$ cat config.mk
export PLATFORM = sky130hd
export DESIGN_NAME = modexp_seq
export DESIGN_NICKNAME = d
export VERILOG_FILES = /design/src/rtl/modexp_pkg.sv /design/src/rtl/modexp_ctrl.sv /design/src/rtl/modexp_dpath.sv /design/src/rtl/modexp_seq.sv
export SDC_FILE = /design/constraint.sdc
export NUM_CORES = 1
export LEC_CHECK = 0
export BUFFER_PORTS_ARGS = -buffer_cell sky130_fd_sc_hd__buf_2
export CAP_MARGIN = 20
export CORE_MARGIN = 3
export CORE_UTILIZATION = 54
export CTS_BUF_LIST = sky130_fd_sc_hd__clkbuf_16
export CTS_CLUSTER_SIZE = 12
export DETAILED_ROUTE_END_ITERATION = 6
export MAX_ROUTING_LAYER = met4
export PLACE_DENSITY = 0.87
export SLEW_MARGIN = 25
export SYNTH_ARGS = -nofsm -noshare
export SYNTH_HDL_FRONTEND = slang
export SYNTH_SLANG_ARGS = --single-unit
$ cat constraint.sdc
create_clock -name clk -period 1.7 [get_ports clk]
set_input_delay 0 -clock clk [delete_from_list [all_inputs] [get_ports clk]]
set_output_delay 0 -clock clk [all_outputs]
set_load 0.02 [all_outputs]
$ cat src/rtl/modexp_pkg.sv
package modexp_pkg;

  typedef enum logic [2:0] {
    STEP_ENT_SQ,
    STEP_ENT_CC,
    STEP_SQR,
    STEP_MUL,
    STEP_EXIT
  } step_t;

  typedef struct packed {
    logic  capture;
    logic  snapSq;
    logic  wrSq;
    logic  wrCc;
    logic  wrOut;
    step_t step;
  } dp_ctrl_t;

endpackage

$ cat src/rtl/modexp_ctrl.sv
module modexp_ctrl
  import modexp_pkg::*;
#(
  parameter int EXP_W = 24,
  parameter int LEN_W = $clog2(EXP_W + 1)
) (
  input  logic             clk,
  input  logic             rstN,
  input  logic             start,
  input  logic [EXP_W-1:0] expBits,
  input  logic [LEN_W-1:0] expLen,
  input  logic             mulDone,
  output logic             mulStart,
  output logic             busy,
  output logic             done,
  output dp_ctrl_t         ctl
);

  localparam logic [LEN_W-1:0] MAX_LEN = LEN_W'(EXP_W);

  typedef enum logic [1:0] {S_IDLE, S_ISSUE, S_WAIT} state_t;

  state_t           state;
  step_t            step;
  logic [EXP_W-1:0] expSh;
  logic [LEN_W-1:0] remain;
  logic             doneR;
  logic             lastBit;
  logic             opDone;

  assign lastBit  = (remain == LEN_W'(1));
  assign opDone   = (state == S_WAIT) && mulDone;
  assign mulStart = (state == S_ISSUE);
  assign busy     = (state != S_IDLE);
  assign done     = doneR;

  always_comb begin
    ctl.capture = (state == S_IDLE) && start;
    ctl.snapSq  = (state == S_ISSUE) && (step == STEP_SQR);
    ctl.wrSq    = opDone && ((step == STEP_ENT_SQ) || (step == STEP_SQR));
    ctl.wrCc    = opDone && ((step == STEP_ENT_CC) || (step == STEP_MUL));
    ctl.wrOut   = opDone && (step == STEP_EXIT);
    ctl.step    = step;
  end

  always_ff @(posedge clk) begin
    if (!rstN) begin
      state  <= S_IDLE;
      step   <= STEP_ENT_SQ;
      expSh  <= '0;
      remain <= '0;
      doneR  <= 1'b0;
    end else begin
      doneR <= 1'b0;
      case (state)
        S_IDLE: begin
          if (start) begin
            expSh  <= expBits;
            remain <= (expLen > MAX_LEN) ? MAX_LEN : expLen;
            step   <= STEP_ENT_SQ;
            state  <= S_ISSUE;
          end
        end
        S_ISSUE: state <= S_WAIT;
        S_WAIT: begin
          if (mulDone) begin
            state <= S_ISSUE;
            case (step)
              STEP_ENT_SQ: step <= STEP_ENT_CC;
              STEP_ENT_CC: step <= (remain == '0) ? STEP_EXIT : STEP_SQR;
              STEP_SQR: begin
                if (expSh[0]) begin
                  step <= STEP_MUL;
                end else begin
                  expSh  <= expSh >> 1;
                  remain <= remain - LEN_W'(1);
                  step   <= lastBit ? STEP_EXIT : STEP_SQR;
                end
              end
              STEP_MUL: begin
                expSh  <= expSh >> 1;
                remain <= remain - LEN_W'(1);
                step   <= lastBit ? STEP_EXIT : STEP_SQR;
              end
              default: begin
                state <= S_IDLE;
                doneR <= 1'b1;
              end
            endcase
          end
        end
        default: state <= S_IDLE;
      endcase
    end
  end


  start_pulse_chk: assert property (@(posedge clk) disable iff (!rstN)
    mulStart |=> !mulStart);


  done_pulse_chk: assert property (@(posedge clk) disable iff (!rstN)
    done |=> !done);


  done_idle_chk: assert property (@(posedge clk) disable iff (!rstN)
    done |-> !busy);


  mul_on_one_chk: assert property (@(posedge clk) disable iff (!rstN)
    (mulStart && step == STEP_MUL) |-> expSh[0]);


  len_bound_chk: assert property (@(posedge clk) disable iff (!rstN)
    remain <= MAX_LEN);

endmodule

$ cat src/rtl/modexp_dpath.sv
module modexp_dpath
  import modexp_pkg::*;
#(
  parameter int W = 16
) (
  input  logic         clk,
  input  logic         rstN,
  input  dp_ctrl_t     ctl,
  input  logic [W-1:0] baseIn,
  input  logic [W-1:0] rSquared,
  input  logic [W-1:0] mulResult,
  output logic [W-1:0] mulOpA,
  output logic [W-1:0] mulOpB,
  output logic [W-1:0] result
);

  localparam logic [W-1:0] ONE = W'(1);

  logic [W-1:0] baseReg;
  logic [W-1:0] r2Reg;
  logic [W-1:0] sqReg;
  logic [W-1:0] sqOld;
  logic [W-1:0] ccReg;
  logic [W-1:0] outReg;

  always_comb begin
    case (ctl.step)
      STEP_ENT_SQ: begin mulOpA = baseReg; mulOpB = r2Reg; end
      STEP_ENT_CC: begin mulOpA = ONE;     mulOpB = r2Reg; end
      STEP_SQR:    begin mulOpA = sqReg;   mulOpB = sqReg; end
      STEP_MUL:    begin mulOpA = ccReg;   mulOpB = sqOld; end
      default:     begin mulOpA = ccReg;   mulOpB = ONE;   end
    endcase
  end

  always_ff @(posedge clk) begin
    if (!rstN) begin
      baseReg <= '0;
      r2Reg   <= '0;
      sqReg   <= '0;
      sqOld   <= '0;
      ccReg   <= '0;
      outReg  <= '0;
    end else begin
      if (ctl.capture) begin
        baseReg <= baseIn;
        r2Reg   <= rSquared;
      end
      if (ctl.snapSq) sqOld  <= sqReg;
      if (ctl.wrSq)   sqReg  <= mulResult;
      if (ctl.wrCc)   ccReg  <= mulResult;
      if (ctl.wrOut)  outReg <= mulResult;
    end
  end

  assign result = outReg;


  square_ops_chk: assert property (@(posedge clk) disable iff (!rstN)
    (ctl.wrSq && ctl.step == STEP_SQR) |-> (mulOpA == mulOpB));

endmodule

$ cat src/rtl/modexp_seq.sv
module modexp_seq
  import modexp_pkg::*;
#(
  parameter int W     = 16,
  parameter int EXP_W = 24,
  parameter int LEN_W = $clog2(EXP_W + 1)
) (
  input  logic             clk,
  input  logic             rstN,
  input  logic             start,
  input  logic [EXP_W-1:0] expBits,
  input  logic [LEN_W-1:0] expLen,
  input  logic [W-1:0]     baseIn,
  input  logic [W-1:0]     rSquared,
  output logic             mulStart,
  output logic [W-1:0]     mulOpA,
  output logic [W-1:0]     mulOpB,
  input  logic             mulDone,
  input  logic [W-1:0]     mulResult,
  output logic             busy,
  output logic             done,
  output logic [W-1:0]     result
);

  dp_ctrl_t ctl;

  modexp_ctrl #(.EXP_W(EXP_W), .LEN_W(LEN_W)) ctrl_i (
    .clk(clk), .rstN(rstN), .start(start), .expBits(expBits),
    .expLen(expLen), .mulDone(mulDone), .mulStart(mulStart),
    .busy(busy), .done(done), .ctl(ctl)
  );

  modexp_dpath #(.W(W)) dpath_i (
    .clk(clk), .rstN(rstN), .ctl(ctl), .baseIn(baseIn),
    .rSquared(rSquared), .mulResult(mulResult),
    .mulOpA(mulOpA), .mulOpB(mulOpB), .result(result)
  );

endmodule

==> impl_results.html <==
<table>
<tr><th>Metric</th><th>Value</th></tr>
<tr><th colspan="2">Outcome</th></tr>
<tr><td>Outcome</td><td>finished, violations left</td></tr>
<tr><td>Violations in the final reports</td><td>design-rule violations, negative setup slack</td></tr>
<tr><th colspan="2">Synth</th></tr>
<tr><td>Sequential cell area fraction in the yosys report</td><td>45.2%</td></tr>
<tr><td>Syn_nets</td><td>796</td></tr>
<tr><td>Count of synthesis-stage warnings from yosys</td><td>0</td></tr>
<tr><td>Cell type with the largest total area after synthesis</td><td>sky130_fd_sc_hd__dfxtp_1</td></tr>
<tr><td>Synthesized area divided by synthesized cell count</td><td>8.14 um^2</td></tr>
<tr><td>Seq cells post-synth</td><td>131</td></tr>
<tr><td>Ys async rst share</td><td>0%</td></tr>
<tr><td>Distinct cell type count of the synthesized netlist</td><td>45</td></tr>
<tr><td>Main flop type after synthesis</td><td>sky130_fd_sc_hd__dfxtp_1</td></tr>
<tr><td>Main area contributors after synthesis</td><td>sky130_fd_sc_hd__dfxtp_1, sky130_fd_sc_hd__mux2i_1, sky130_fd_sc_hd__nand2_1, sky130_fd_sc_hd__a21oi_1, sky130_fd_sc_hd__nor2_1</td></tr>
<tr><td>Count of flip-flops with a built-in enable after synthesis</td><td>0</td></tr>
<tr><td>Post-Synthesis Cells</td><td>713</td></tr>
<tr><td>Cell area after synthesis</td><td>0.00580 mm^2</td></tr>
<tr><td>Synth top area share</td><td>45.2%</td></tr>
<tr><th colspan="2">Timing</th></tr>
<tr><td>Number of endpoints failing setup at the final stage</td><td>3</td></tr>
<tr><td>Clock period minus worst slack</td><td>1.72 ns</td></tr>
<tr><td>Max_slew headroom</td><td>73.0%</td></tr>
<tr><td>Final worst path period share</td><td>101%</td></tr>
<tr><td>Skew final</td><td>0.0113 ns</td></tr>
<tr><td>Smallest setup slack after layout</td><td>-0.0229 ns</td></tr>
<tr><td>Count of pins over their slew limit</td><td>0</td></tr>
<tr><td>Worst Hold Margin</td><td>0.0375 ns</td></tr>
<tr><td>Worst-margin pin slew</td><td>0.405 ns</td></tr>
<tr><td>Maximum clock frequency</td><td>0.580 GHz</td></tr>
<tr><td>Unrepaired setup endpoints after global routing</td><td>true</td></tr>
<tr><td>Fin. Hold Viols</td><td>0</td></tr>
<tr><th colspan="2">Finish</th></tr>
<tr><td>Highest-count cells in the layout ignoring fill and taps</td><td>sky130_fd_sc_hd__nand2_1, sky130_fd_sc_hd__buf_2, sky130_fd_sc_hd__dfxtp_1</td></tr>
<tr><td>Area growth from synthesis to final layout</td><td>40.5%</td></tr>
<tr><td>Leading cell type in the layout, fill and taps excluded</td><td>sky130_fd_sc_hd__nand2_1</td></tr>
<tr><td>Filler cells</td><td>584</td></tr>
<tr><td>Nets@finish</td><td>1001</td></tr>
<tr><td>Finished Layout Cells</td><td>1067</td></tr>
<tr><td>Final Instance Area</td><td>0.00815 mm^2</td></tr>
<tr><td>Share of layout cells above drive strength 1</td><td>24.0%</td></tr>
<tr><td>Finished Core Util</td><td>78.6%</td></tr>
<tr><th colspan="2">Clocking</th></tr>
<tr><td>Number of H-tree levels</td><td>4</td></tr>
<tr><td>CTS clk-pin slew, worst paths</td><td>0.06 ns</td></tr>
<tr><td>Clock tree root buffer cell</td><td>sky130_fd_sc_hd__clkbuf_16</td></tr>
<tr><td>Worst-Skew Late Latency</td><td>0.42 ns</td></tr>
<tr><td>Clk buf depth</td><td>2</td></tr>
<tr><td>Clk sink count</td><td>131</td></tr>
<tr><td>CTS tree</td><td>yes</td></tr>
<tr><td>TritonCTS Buffers</td><td>17</td></tr>
<tr><th colspan="2">Critical path</th></tr>
<tr><td>CP Max Fanout</td><td>17</td></tr>
<tr><td>Critical path required time</td><td>1.70 ns</td></tr>
<tr><td>Setup Crit Path Kind</td><td>flop to output pin</td></tr>
<tr><td>Startpoint kind of the worst setup timing path</td><td>flop</td></tr>
<tr><td>Setup crit end kind</td><td>output pin</td></tr>
<tr><td>Data arrival time of the worst path</td><td>1.72 ns</td></tr>
<tr><th colspan="2">Route</th></tr>
<tr><td>Initial detailed-routing violation count</td><td>815</td></tr>
<tr><td>Total detailed-routing wirelength</td><td>20.6 mm</td></tr>
<tr><td>Detailed-route wire length per cell</td><td>19.3 um</td></tr>
<tr><td>Post-route ant nets</td><td>0</td></tr>
<tr><td>Routed via count divided by cell count</td><td>6.00</td></tr>
<tr><td>Routed wl met2</td><td>9.47 mm</td></tr>
<tr><td>Length of routed met3 wiring</td><td>2.12 mm</td></tr>
<tr><td>Top routing layer used</td><td>met4</td></tr>
<tr><td>Vias</td><td>6399</td></tr>
<tr><td>DR DRC count</td><td>7</td></tr>
<tr><td>Post-route met1 wirelength</td><td>7.76 mm</td></tr>
<tr><td>First-pass detailed-route iteration total</td><td>7</td></tr>
<tr><th colspan="2">Place</th></tr>
<tr><td>Half-perimeter wire length of the detailed placement result</td><td>10.4 mm</td></tr>
<tr><td>Number of placed instances, taps included</td><td>955</td></tr>
<tr><td>Number of port buffers</td><td>131</td></tr>
<tr><td>Minimum setup slack after placement</td><td>0.0122 ns</td></tr>
<tr><td>Area after detailed placement</td><td>0.00664 mm^2</td></tr>
<tr><td>Routability cong.</td><td>0.896</td></tr>
<tr><th colspan="2">GRT</th></tr>
<tr><td>GR Util All Layers</td><td>34.5%</td></tr>
<tr><td>Global-route wire length before repair</td><td>31.0 mm</td></tr>
<tr><td>Aggregate global routing overflow</td><td>0</td></tr>
<tr><td>Antenna violations before repair</td><td>1</td></tr>
<tr><td>Pin count of the biggest net entering global routing</td><td>58</td></tr>
<tr><td>Number of global-route vias before repair</td><td>6044</td></tr>
<tr><th colspan="2">Pwr</th></tr>
<tr><td>Maximum ir drop on the vdd rail</td><td>0.967 mV</td></tr>
<tr><td>LEAKAGE</td><td>3.46 nW</td></tr>
<tr><td>Power density of the placed cells</td><td>996 mW/mm^2</td></tr>
<tr><th colspan="2">Floorplanning</th></tr>
<tr><td>Core Rows</td><td>37</td></tr>
<tr><td>Die Y-Extent</td><td>110 um</td></tr>
<tr><td>Die ar.</td><td>0.0120 mm^2</td></tr>
<tr><td>Starting density of the core</td><td>55.9%</td></tr>
<tr><td>Die span in x</td><td>110 um</td></tr>
<tr><td>I/O Pins</td><td>132</td></tr>
<tr><td>Area of the core</td><td>0.0104 mm^2</td></tr>
<tr><th colspan="2">Run</th></tr>
<tr><td>Count of maximum capacitance violations</td><td>0</td></tr>
<tr><th colspan="2">Min path</th></tr>
<tr><td>Min-delay worst type</td><td>input port to flop</td></tr>
</table>
==> through the flow <==
step | TNS [ns] | total power [mW]
after floorplan | 0 | 3.83
after global routing | -0.453 | 8.33
after global placement | 0 | 4.12
final | -0.0553 | 8.12
after CTS | -0.0309 | 7.99
after detailed placement | 0 | 4.14
==> what timing repair did <==
| action | 4_1_cts | 5_1_grt |
|---|---|---|
| setup endpoints to repair | 39 | 51 |
| hold endpoints to repair | 110 | 0 |
| setup buffers | 2 | 0 |
| pin swaps | 1 | 0 |
| cloned | 0 | 0 |
| resized for setup | 14 | 23 |
| hold buffers | 78 | 0 |
==> report_power, final <==
group | switching [mW] | internal (mW)
clock network | 1.46 | 2.32
registers | 0.0949 | 3.19
logic | 0.592 | 0.463
total | 2.15 | 5.97
==> logic make-up after synthesis <==
family | share of synthesized area [%]
DFF | 45.2
buffers and inverters | 5.18
muxes | 12.3
and+or+nand+nor | 20.5
adders and majority gates | 0.431
AOI/OAI and AO/OA | 16.4
==> synth_stat cells (all sizes together) (2+ instances only) <==
cell / number
and3: 2
nor3: 2
nor2b: 3
o31ai: 24
a21o: 2
a21oi: 86
dfxtp: 131
a32oi: 2
nor3b: 4
ha: 2
buf: 26
nand2: 183
a22oi: 2
nand2b: 3
nor2: 50
clkbuf: 32
or2: 2
inv: 6
o211ai: 2
o21ai: 20
a211oi: 16
mux2i: 70
nand3: 25
and2: 4
==> cell type report <==
class | count | area (um^2) | area share, %
clock inverter | 14 | 179 | 2.19
timing repair buffer | 244 | 1770 | 21.7
multi-input combinational | 518 | 2950 | 36.2
clock buffer | 17 | 425 | 5.22
sequential | 131 | 2630 | 32.3
inverter | 6 | 22.5 | 0.276
tap | 136 | 170 | 2.09
antenna | 1 | 2.50 | 0.0307
==> worst max-delay path, cell delays in order, from the launching register on <==
cell and delay (ns):
sky130_fd_sc_hd__dfxtp_4 0.37, sky130_fd_sc_hd__buf_12 0.17, sky130_fd_sc_hd__mux2i_2 0.23, sky130_fd_sc_hd__a21oi_1 0.08, sky130_fd_sc_hd__or2_2 0.27, sky130_fd_sc_hd__buf_2 0.16
==> path summary, 6_finish.rpt <==
kind	from	slack (ns)	cells past startpoint	endpoint
worst min register to register	dpath_i.r2Reg[0]	0.45	2	dpath_i.r2Reg[0]
worst max-delay path	ctrl_i.step[0]	-0.02	5	mulOpB[0]
worst max register to register	ctrl_i.step[1]	-0.02	5	ctrl_i.expSh[14]
worst min-delay path	expBits[14]	0.04	3	ctrl_i.expSh[14]
==> layer usage <==
metal,vias up,track usage [%]
met4,0,18.1
li1,2859,-
met1,2894,42.5
met5,-,-
met3,136,7.57
met2,510,53.3
==> sequential cells by signal, summed over array words and instances (netlist names) <==
name and cells:
dpath_i.ccReg 16, ctrl_i.remain 5, ctrl_i.done 1, dpath_i.r2Reg 16, dpath_i.baseReg 16, ctrl_i.state 2
ctrl_i.step 3, dpath_i.sqReg 16, dpath_i.result 16, ctrl_i.expSh 24, dpath_i.sqOld 16
Note: power is estimated with default switching activity, not from simulation.
